**src/rtl/io_order_pkg.sv**
```systemverilog
package io_order_pkg;
  localparam int unsigned INSN_W = 32;
  localparam logic [5:0] PRIMARY_OP = 6'd31;
  localparam logic [9:0] EXT_OP     = 10'd854;

  // Barrier encoding: operand fields and record bit all zero.
  function automatic logic [INSN_W-1:0] barrier_encoding();
    return {PRIMARY_OP, 5'd0, 5'd0, 5'd0, EXT_OP, 1'b0};
  endfunction
endpackage

```
**src/rtl/io_barrier_match.sv**
```systemverilog
module io_barrier_match
  import io_order_pkg::*;
(
  input  logic              insn_valid,
  input  logic [INSN_W-1:0] insn_word,
  output logic              hit
);
  logic [5:0] f_primary;
  logic [9:0] f_ext;
  logic [14:0] f_operands;
  logic       f_rec;

  assign f_primary  = insn_word[31:26];
  assign f_operands = insn_word[25:11];
  assign f_ext      = insn_word[10:1];
  assign f_rec      = insn_word[0];

  assign hit = insn_valid && (f_primary == PRIMARY_OP) && (f_ext == EXT_OP)
               && (f_operands == '0) && !f_rec;

  always_comb begin
    if (hit) assert_exact_word_R1: assert (insn_word == barrier_encoding());
  end
endmodule

```
**src/rtl/io_outstanding_ctr.sv**
```systemverilog
module io_outstanding_ctr #(
  parameter int unsigned MAX_OUT = 8
) (
  input  logic clk,
  input  logic rst,
  input  logic inc,
  input  logic dec,
  output logic zero,
  output logic full,
  output logic ack_err
);
  localparam int unsigned CW = $clog2(MAX_OUT + 1);
  localparam logic [CW-1:0] MAX_C = CW'(MAX_OUT);

  logic [CW-1:0] cnt_q;
  logic          err_q;
  logic          dec_ok;

  assign dec_ok  = dec && (cnt_q != '0);
  assign zero    = (cnt_q == '0);
  assign full    = (cnt_q == MAX_C);
  assign ack_err = err_q;

  always_ff @(posedge clk) begin
    if (rst) begin
      cnt_q <= '0;
      err_q <= 1'b0;
    end else begin
      err_q <= dec && (cnt_q == '0);
      case ({inc, dec_ok})
        2'b10:   cnt_q <= cnt_q + 1'b1;
        2'b01:   cnt_q <= cnt_q - 1'b1;
        default: cnt_q <= cnt_q;
      endcase
    end
  end

  assert_no_overflow_R8: assert property (@(posedge clk) disable iff (rst)
    !(full && inc && !dec));
  assert_empty_ack_flag_R7: assert property (@(posedge clk) disable iff (rst)
    (dec && zero) |=> ack_err);
  assert_empty_stays_R7: assert property (@(posedge clk) disable iff (rst)
    (dec && zero && !inc) |=> zero);
endmodule

```
**src/rtl/io_barrier_track.sv**
```systemverilog
module io_barrier_track (
  input  logic clk,
  input  logic rst,
  input  logic barrier_hit,
  input  logic drained,
  output logic blocked
);
  logic pending_q;

  assign blocked = pending_q && !drained;

  always_ff @(posedge clk) begin
    if (rst) pending_q <= 1'b0;
    else     pending_q <= barrier_hit || blocked;
  end

  assert_release_R3: assert property (@(posedge clk) disable iff (rst)
    (drained && !barrier_hit) |=> !pending_q);
  assert_merge_R6: assert property (@(posedge clk) disable iff (rst)
    barrier_hit |=> pending_q);
endmodule

```
**src/rtl/io_req_stage.sv**
```systemverilog
module io_req_stage #(
  parameter int unsigned AW = 16
) (
  input  logic          clk,
  input  logic          rst,
  input  logic          acc,
  input  logic          guarded,
  input  logic          we,
  input  logic [AW-1:0] addr,
  output logic          fwd_valid,
  output logic          fwd_guarded,
  output logic          fwd_we,
  output logic [AW-1:0] fwd_addr
);
  always_ff @(posedge clk) begin
    if (rst) fwd_valid <= 1'b0;
    else     fwd_valid <= acc;
  end

  always_ff @(posedge clk) begin
    if (acc) begin
      fwd_guarded <= guarded;
      fwd_we      <= we;
      fwd_addr    <= addr;
    end
  end

  assert_fwd_follows_R10: assert property (@(posedge clk) disable iff (rst)
    acc |=> (fwd_valid && fwd_addr == $past(addr) && fwd_guarded == $past(guarded)));
endmodule

```
**src/rtl/io_order_gate.sv**
```systemverilog
module io_order_gate
  import io_order_pkg::*;
#(
  parameter int unsigned AW      = 16,
  parameter int unsigned MAX_OUT = 8
) (
  input  logic              clk,
  input  logic              rst,
  input  logic              insn_valid,
  input  logic [INSN_W-1:0] insn_word,
  input  logic              req_valid,
  input  logic              req_guarded,
  input  logic              req_we,
  input  logic [AW-1:0]     req_addr,
  input  logic              ack_valid,
  output logic              stall,
  output logic              fwd_valid,
  output logic              fwd_guarded,
  output logic              fwd_we,
  output logic [AW-1:0]     fwd_addr,
  output logic              ack_err
);
  logic hit, blocked, zero, full, acc, inc;

  io_barrier_match u_match (
    .insn_valid (insn_valid),
    .insn_word  (insn_word),
    .hit        (hit)
  );

  io_outstanding_ctr #(.MAX_OUT(MAX_OUT)) u_ctr (
    .clk     (clk),
    .rst     (rst),
    .inc     (inc),
    .dec     (ack_valid),
    .zero    (zero),
    .full    (full),
    .ack_err (ack_err)
  );

  io_barrier_track u_track (
    .clk         (clk),
    .rst         (rst),
    .barrier_hit (hit),
    .drained     (zero),
    .blocked     (blocked)
  );

  assign stall = req_valid && req_guarded && (blocked || full);
  assign acc   = req_valid && !stall;
  assign inc   = acc && req_guarded;

  io_req_stage #(.AW(AW)) u_stage (
    .clk         (clk),
    .rst         (rst),
    .acc         (acc),
    .guarded     (req_guarded),
    .we          (req_we),
    .addr        (req_addr),
    .fwd_valid   (fwd_valid),
    .fwd_guarded (fwd_guarded),
    .fwd_we      (fwd_we),
    .fwd_addr    (fwd_addr)
  );

  assert_cacheable_free_R4: assert property (@(posedge clk) disable iff (rst)
    (req_valid && !req_guarded) |-> !stall);
  assert_held_not_sent_R2: assert property (@(posedge clk) disable iff (rst)
    stall |=> !fwd_valid);
endmodule

```
**config.mk**
```make
export PLATFORM = sky130hd
export DESIGN_NAME = io_order_gate
export DESIGN_NICKNAME = d
export VERILOG_FILES = /design/src/rtl/io_order_pkg.sv /design/src/rtl/io_barrier_match.sv /design/src/rtl/io_outstanding_ctr.sv /design/src/rtl/io_barrier_track.sv /design/src/rtl/io_req_stage.sv /design/src/rtl/io_order_gate.sv
export SDC_FILE = /design/constraint.sdc
export NUM_CORES = 1
export LEC_CHECK = 0
export BUFFER_PORTS_ARGS = -buffer_cell sky130_fd_sc_hd__buf_2
export CAP_MARGIN = 20
export CORE_ASPECT_RATIO = 0.75
export CORE_MARGIN = 10
export CORE_UTILIZATION = 39
export CTS_CLUSTER_SIZE = 14
export DETAILED_ROUTE_END_ITERATION = 10
export GPL_ROUTABILITY_DRIVEN = 0
export PLACE_DENSITY = 0.79
export SETUP_SLACK_MARGIN = 0.4
export SYNTH_ARGS = -nofsm -noshare
export SYNTH_HDL_FRONTEND = slang
export SYNTH_SLANG_ARGS = --single-unit
```
**constraint.sdc**
```tcl
create_clock -name clk -period 2.7 [get_ports clk]
set_input_delay 0.27 -clock clk [delete_from_list [all_inputs] [get_ports clk]]
set_output_delay 0.27 -clock clk [all_outputs]
set_load 0.005 [all_outputs]
```
# After elaboration in Yosys (flattened, before gate mapping)
# Index checks and enable logic that the tools add are counted.
# classes
add_sub_neg	2
n_eq_ne	5
muxes	1
n_reduce_logical	20
# op_table
cell	n
$logic_not 15->1	1
$logic_and 1x1->1	11
$eq 10x10->1 const B	1
$pmux 4 s2	1
$eq 6x5->1 const B	1
$add 4x1->4 const B	1
$eq 4x4->1 const B	1
$logic_not 4->1	1
$reduce_bool 4->1	1
$sub 4x1->4 const B	1
$logic_not 1->1	3
$eq 2x1->1 const B	1
$eq 2x2->1 const B	1
$logic_or 1x1->1	2
$reduce_bool 2->1	1
# word_totals
ff_bits	25
inputBits	55
out_inout_bits	21
wordCells	35

# Depth between registers and ports, before layout
# depth
word_depth	10
mapped_depth	10
depth_no_buf	10

# Hierarchy
# From an unflattened synthesis, not the netlist that was laid out.
# hier_totals
hier_cells	75
hier_area_um2	1058.5
# modules_own_cells
module	instances	cells_per_inst	area_per_inst_um2	seq_area_each_um2
io_req_stage	1	20	574.3	560.5
io_outstanding_ctr	1	33	311.5	100.1
io_barrier_match	1	13	101.3	0.0
io_barrier_track	1	3	43.8	20.0
io_order_gate	1	6	27.5	0.0

# Least setup slack after synthesis
# Ideal clock, no wire load.
# synth_path
path_kind	register to register
start	register u_ctr.cnt_q[1]
end	register u_ctr.cnt_q[3]
arrival_ns	2.276
required_time_ns	2.630
slack_ns	0.354
path_stages_with_launch	10
synth_period_minus_slack_ns	2.346
path_cell_list	dfxtp_1 > nor3_1 > mux2i_1 > nand3_1 > ha_1 > ha_1 > a21oi_1 > a21oi_1 > or4_1 > a21oi_1
# synth_between
elab_chain_cells	10
# synth_lines
element	line_no	rtl
start, declared	io_outstanding_ctr.sv:15	logic [CW-1:0] cnt_q;
start signal, assigned	io_outstanding_ctr.sv:31	2'b10: cnt_q <= cnt_q + 1'b1;
start signal, assigned	io_outstanding_ctr.sv:32	2'b01: cnt_q <= cnt_q - 1'b1;
start signal, assigned	io_outstanding_ctr.sv:33	default: cnt_q <= cnt_q;
$logic_not 4->1	io_outstanding_ctr.sv:20	assign zero = (cnt_q == '0);
$logic_not 1->1	io_barrier_track.sv:10	assign blocked = pending_q && !drained;
$logic_and 1x1->1	io_barrier_track.sv:10	
$logic_or 1x1->1	io_order_gate.sv:49	assign stall = req_valid && req_guarded && (blocked || full);
$logic_and 1x1->1	io_order_gate.sv:49	
$logic_not 1->1	io_order_gate.sv:50	assign acc = req_valid && !stall;
$logic_and 1x1->1	io_order_gate.sv:50	
$logic_and 1x1->1	io_order_gate.sv:51	assign inc = acc && req_guarded;
$eq 2x1->1 / $eq 2x2->1 (equally long branches)	io_outstanding_ctr.sv:30	case ({inc, dec_ok})
$pmux 4 s2 / $reduce_bool 2->1 (equally long branches)	n/a	
# Several ways; a longest one is shown, not always the timed one.
# A chain may end at the register's enable or synchronous reset.

# Final worst setup path
# layout_path
start	register u_ctr.cnt_q[0]
end	register u_ctr.cnt_q[3]
# Same word-level chain as after synthesis.

==> metrics.cfg <==
[worst_setup_path]
crit_path_end_kind = flop
crit_fanout = 3
worstPathRequired_ns = 2.96
crit-reg2reg-launch = u_ctr.cnt_q[0]
setup.worst_path.start_class = flop
rr_worst_depth = 9
worstPathArrival_ns = 2.64
setup.worst_path.class = flop to flop
rr_endpoint = u_ctr.cnt_q[3]
reg2reg_slack_ns = 0.32

[layout]
drive_above_1_share = 0.648
finalInstanceArea_um2 = 1680
syn2layout_area_growth_pct = 67.6
nets = 225
final_common_cell = buf_2
finalNonFillerCells = 199
layout_common_cells = buf_2, edfxtp_1, buf_6
diodes = 0
fillers = 176
utilization = 0.710

[detailed_routing]
drt_iter0_drc = 34
dr_wl_met3_um = 428
vias = 959
drc = 0
dr_wl_met2_mm = 1.63
via_per_inst = 4.82
highest_layer = met4
ant_nets = 0
wirelength_met1_mm = 1.09
wirelength_mm = 3.27
avgRoutedWirePerCell_um = 16.4
firstDrtPassIters = 4

[yosys]
synth-xor-area-share = 0.0175
synth_top_family_by_area = simple AND/OR/NAND/NOR gates
synth_top_area_cell = edfxtp_1
synth_seq_cells = 25
synth_mux_area_frac = 0.0100
ys_types = 25
syn_inst = 74
synth_warnings = 0
yosysSeqAreaShare = 0.680
synth_compound_area_frac = 0.0525
synthesis.nets = 133
synth-simple-area-share = 0.160
synthAdderAreaFrac = 0.0575
synth_area_um2 = 1000
syn_area_per_cell_um2 = 13.5
synthTopCellsByArea = edfxtp_1, dfxtp_1, ha_1
synth_top_area_frac = 0.540

[sta]
relSlewSlack = 0.803
tightest_slew_ns = 0.293
hold_viol_final = 0
finalCritPeriodShare = 0.880
rsz0062_at_grt = yes
setup_violations = 0
fmax_mhz = 421
finalSetupTns_ns = 0
fin_hold_ws_ns = 0.120
period_minus_slack_ns = 2.38
drv_slew = 0
skew_ns = 0.00558
layout_setup_ws_ns = 0.323

[worst_hold_path]
hold_class = primary input to flop
worstHoldStart = req_addr[4]
whs_endpoint = u_stage.fwd_addr[4]
min_delay_path_depth = 1

[global_route]
grt_pass1_wl_mm = 4.93
grt_max_degree = 19
grt_overflow = 0
grt_pass1_vias = 1044
antenna_found_initial = 0
grt_usage = 0.124

[clock_tree]
numCtsBuffers = 3
clk_latency_ns = 0.31
clock_sinks = 25
clock-root-buffer = clkbuf_4
cts_max_level = 1
postCtsHoldBufs = 0
path_clk_slew_ns = 0.12
cts_tree = built
cts_max_path_buffers = 2

[place]
pre_cts_ws_ns = 0.215
hpwl_mm = 2.54
postPlaceCellArea_um2 = 1430
io_buffer_count = 75
dp.cells = 183

[floorplan]
die_x_um = 78.5
die-area_um2 = 5010
rows = 15
start_util = 0.423
coreArea_um2 = 2360
io_pins = 76
die_y_um = 63.9

[power_and_ir_drop]
p_leak_nw = 0.747
ir_worst_vdd_mv = 0.451
power_mw = 1.20
powerDensity_nw_per_um2 = 713

[run_status]
status = finished clean

[job]
cap_violations = 0

-- sequential cells by signal (all words and copies together) (netlist names) --
register	flops
u_stage.fwd_addr	16
u_ctr.cnt_q	4
u_ctr.ack_err	1
u_stage.fwd_guarded	1
u_stage.fwd_valid	1
u_stage.fwd_we	1
u_track.pending_q	1
-- cell type report --
| class | instances | area [µm²] | share of cell area |
|---|---|---|---|
| clock buffer | 4 | 26.3 | 0.0157 |
| inverter | 5 | 18.8 | 0.0112 |
| multi-input combinational | 43 | 395 | 0.236 |
| sequential | 25 | 689 | 0.411 |
| tap | 34 | 42.5 | 0.0254 |
| timing repair buffer | 88 | 505 | 0.301 |
-- report_power, final --
group          leakage (nW)  switching (mW)  total (mW)  internal [mW]
Clock                0.0150          0.0994       0.157         0.0578
Sequential            0.235          0.0385       0.513          0.475
Combinational         0.497           0.240       0.526          0.287
Total                 0.747           0.378        1.20          0.819
-- per-layer routing --
metal / vias to the layer above / track usage
li1: 460 / -
met1: 430 / 0.108
met2: 59 / 0.217
met3: 10 / 0.0838
met4: 0 / 0.0536
met5: - / 0
-- critical path: stages, from the launching register on --
cell and delay [ns]:
dfxtp_4 0.38, nor3_4 0.22, mux2i_1 0.27, nand3_1 0.15, ha_4 0.21, ha_4 0.31
a21oi_4 0.06, and3_4 0.18, or4_4 0.41, a21oi_2 0.14
-- worst max path at each step --
| stage | depth (start not counted) | slack [ns] | endpoint | start |
|---|---|---|---|---|
| 2_1_floorplan | 9 | 0.42 | u_ctr.cnt_q[3] | u_ctr.cnt_q[1] |
| 3_3_place_gp | 9 | 0.34 | u_ctr.cnt_q[3] | u_ctr.cnt_q[1] |
| 3_5_place_dp | 9 | 0.22 | u_ctr.cnt_q[3] | u_ctr.cnt_q[1] |
| 4_1_cts | 9 | 0.39 | u_ctr.cnt_q[3] | u_ctr.cnt_q[2] |
| 5_1_grt | 9 | 0.19 | u_ctr.cnt_q[3] | u_ctr.cnt_q[0] |
| 6_report | 9 | 0.32 | u_ctr.cnt_q[3] | u_ctr.cnt_q[0] |
-- what timing repair did --
item,CTS,global route
cloned,0,1
buffers inserted,9,2
pin swaps,7,6
endpoints found under the setup margin,1,20
gates resized for setup,12,19
-- cell families (layout without fill, tap and decap cells) --
kind of cell	count (synthesis)	count (layout)
AOI/OAI and AO/OA	9	9
xor gates and xnor gates	2	2
adders and majority gates	4	4
buffers and inverters	6	97
DFF	25	25
muxes	1	1
and+or+nand+nor	27	27
-- cell usage after synthesis --
cell type and count:
xor2_1 2, and2_1 1, fa_1 1, dfxtp_1 7, a211oi_1 1, nor3_1 1, a21oi_1 6, nor4bb_1 1
and4b_1 1, o31ai_1 2, nand2b_1 1, nand4b_1 1, ha_1 3, nand3_1 5, and3_1 2, or4_1 1
edfxtp_1 18, nand3b_1 1, nor3b_1 1, clkbuf_1 1, nor2_1 5, mux2i_1 1, inv_1 5, nand2_1 1
nor4_1 5
No activity file was read; power rests on OpenSTA's default activity.
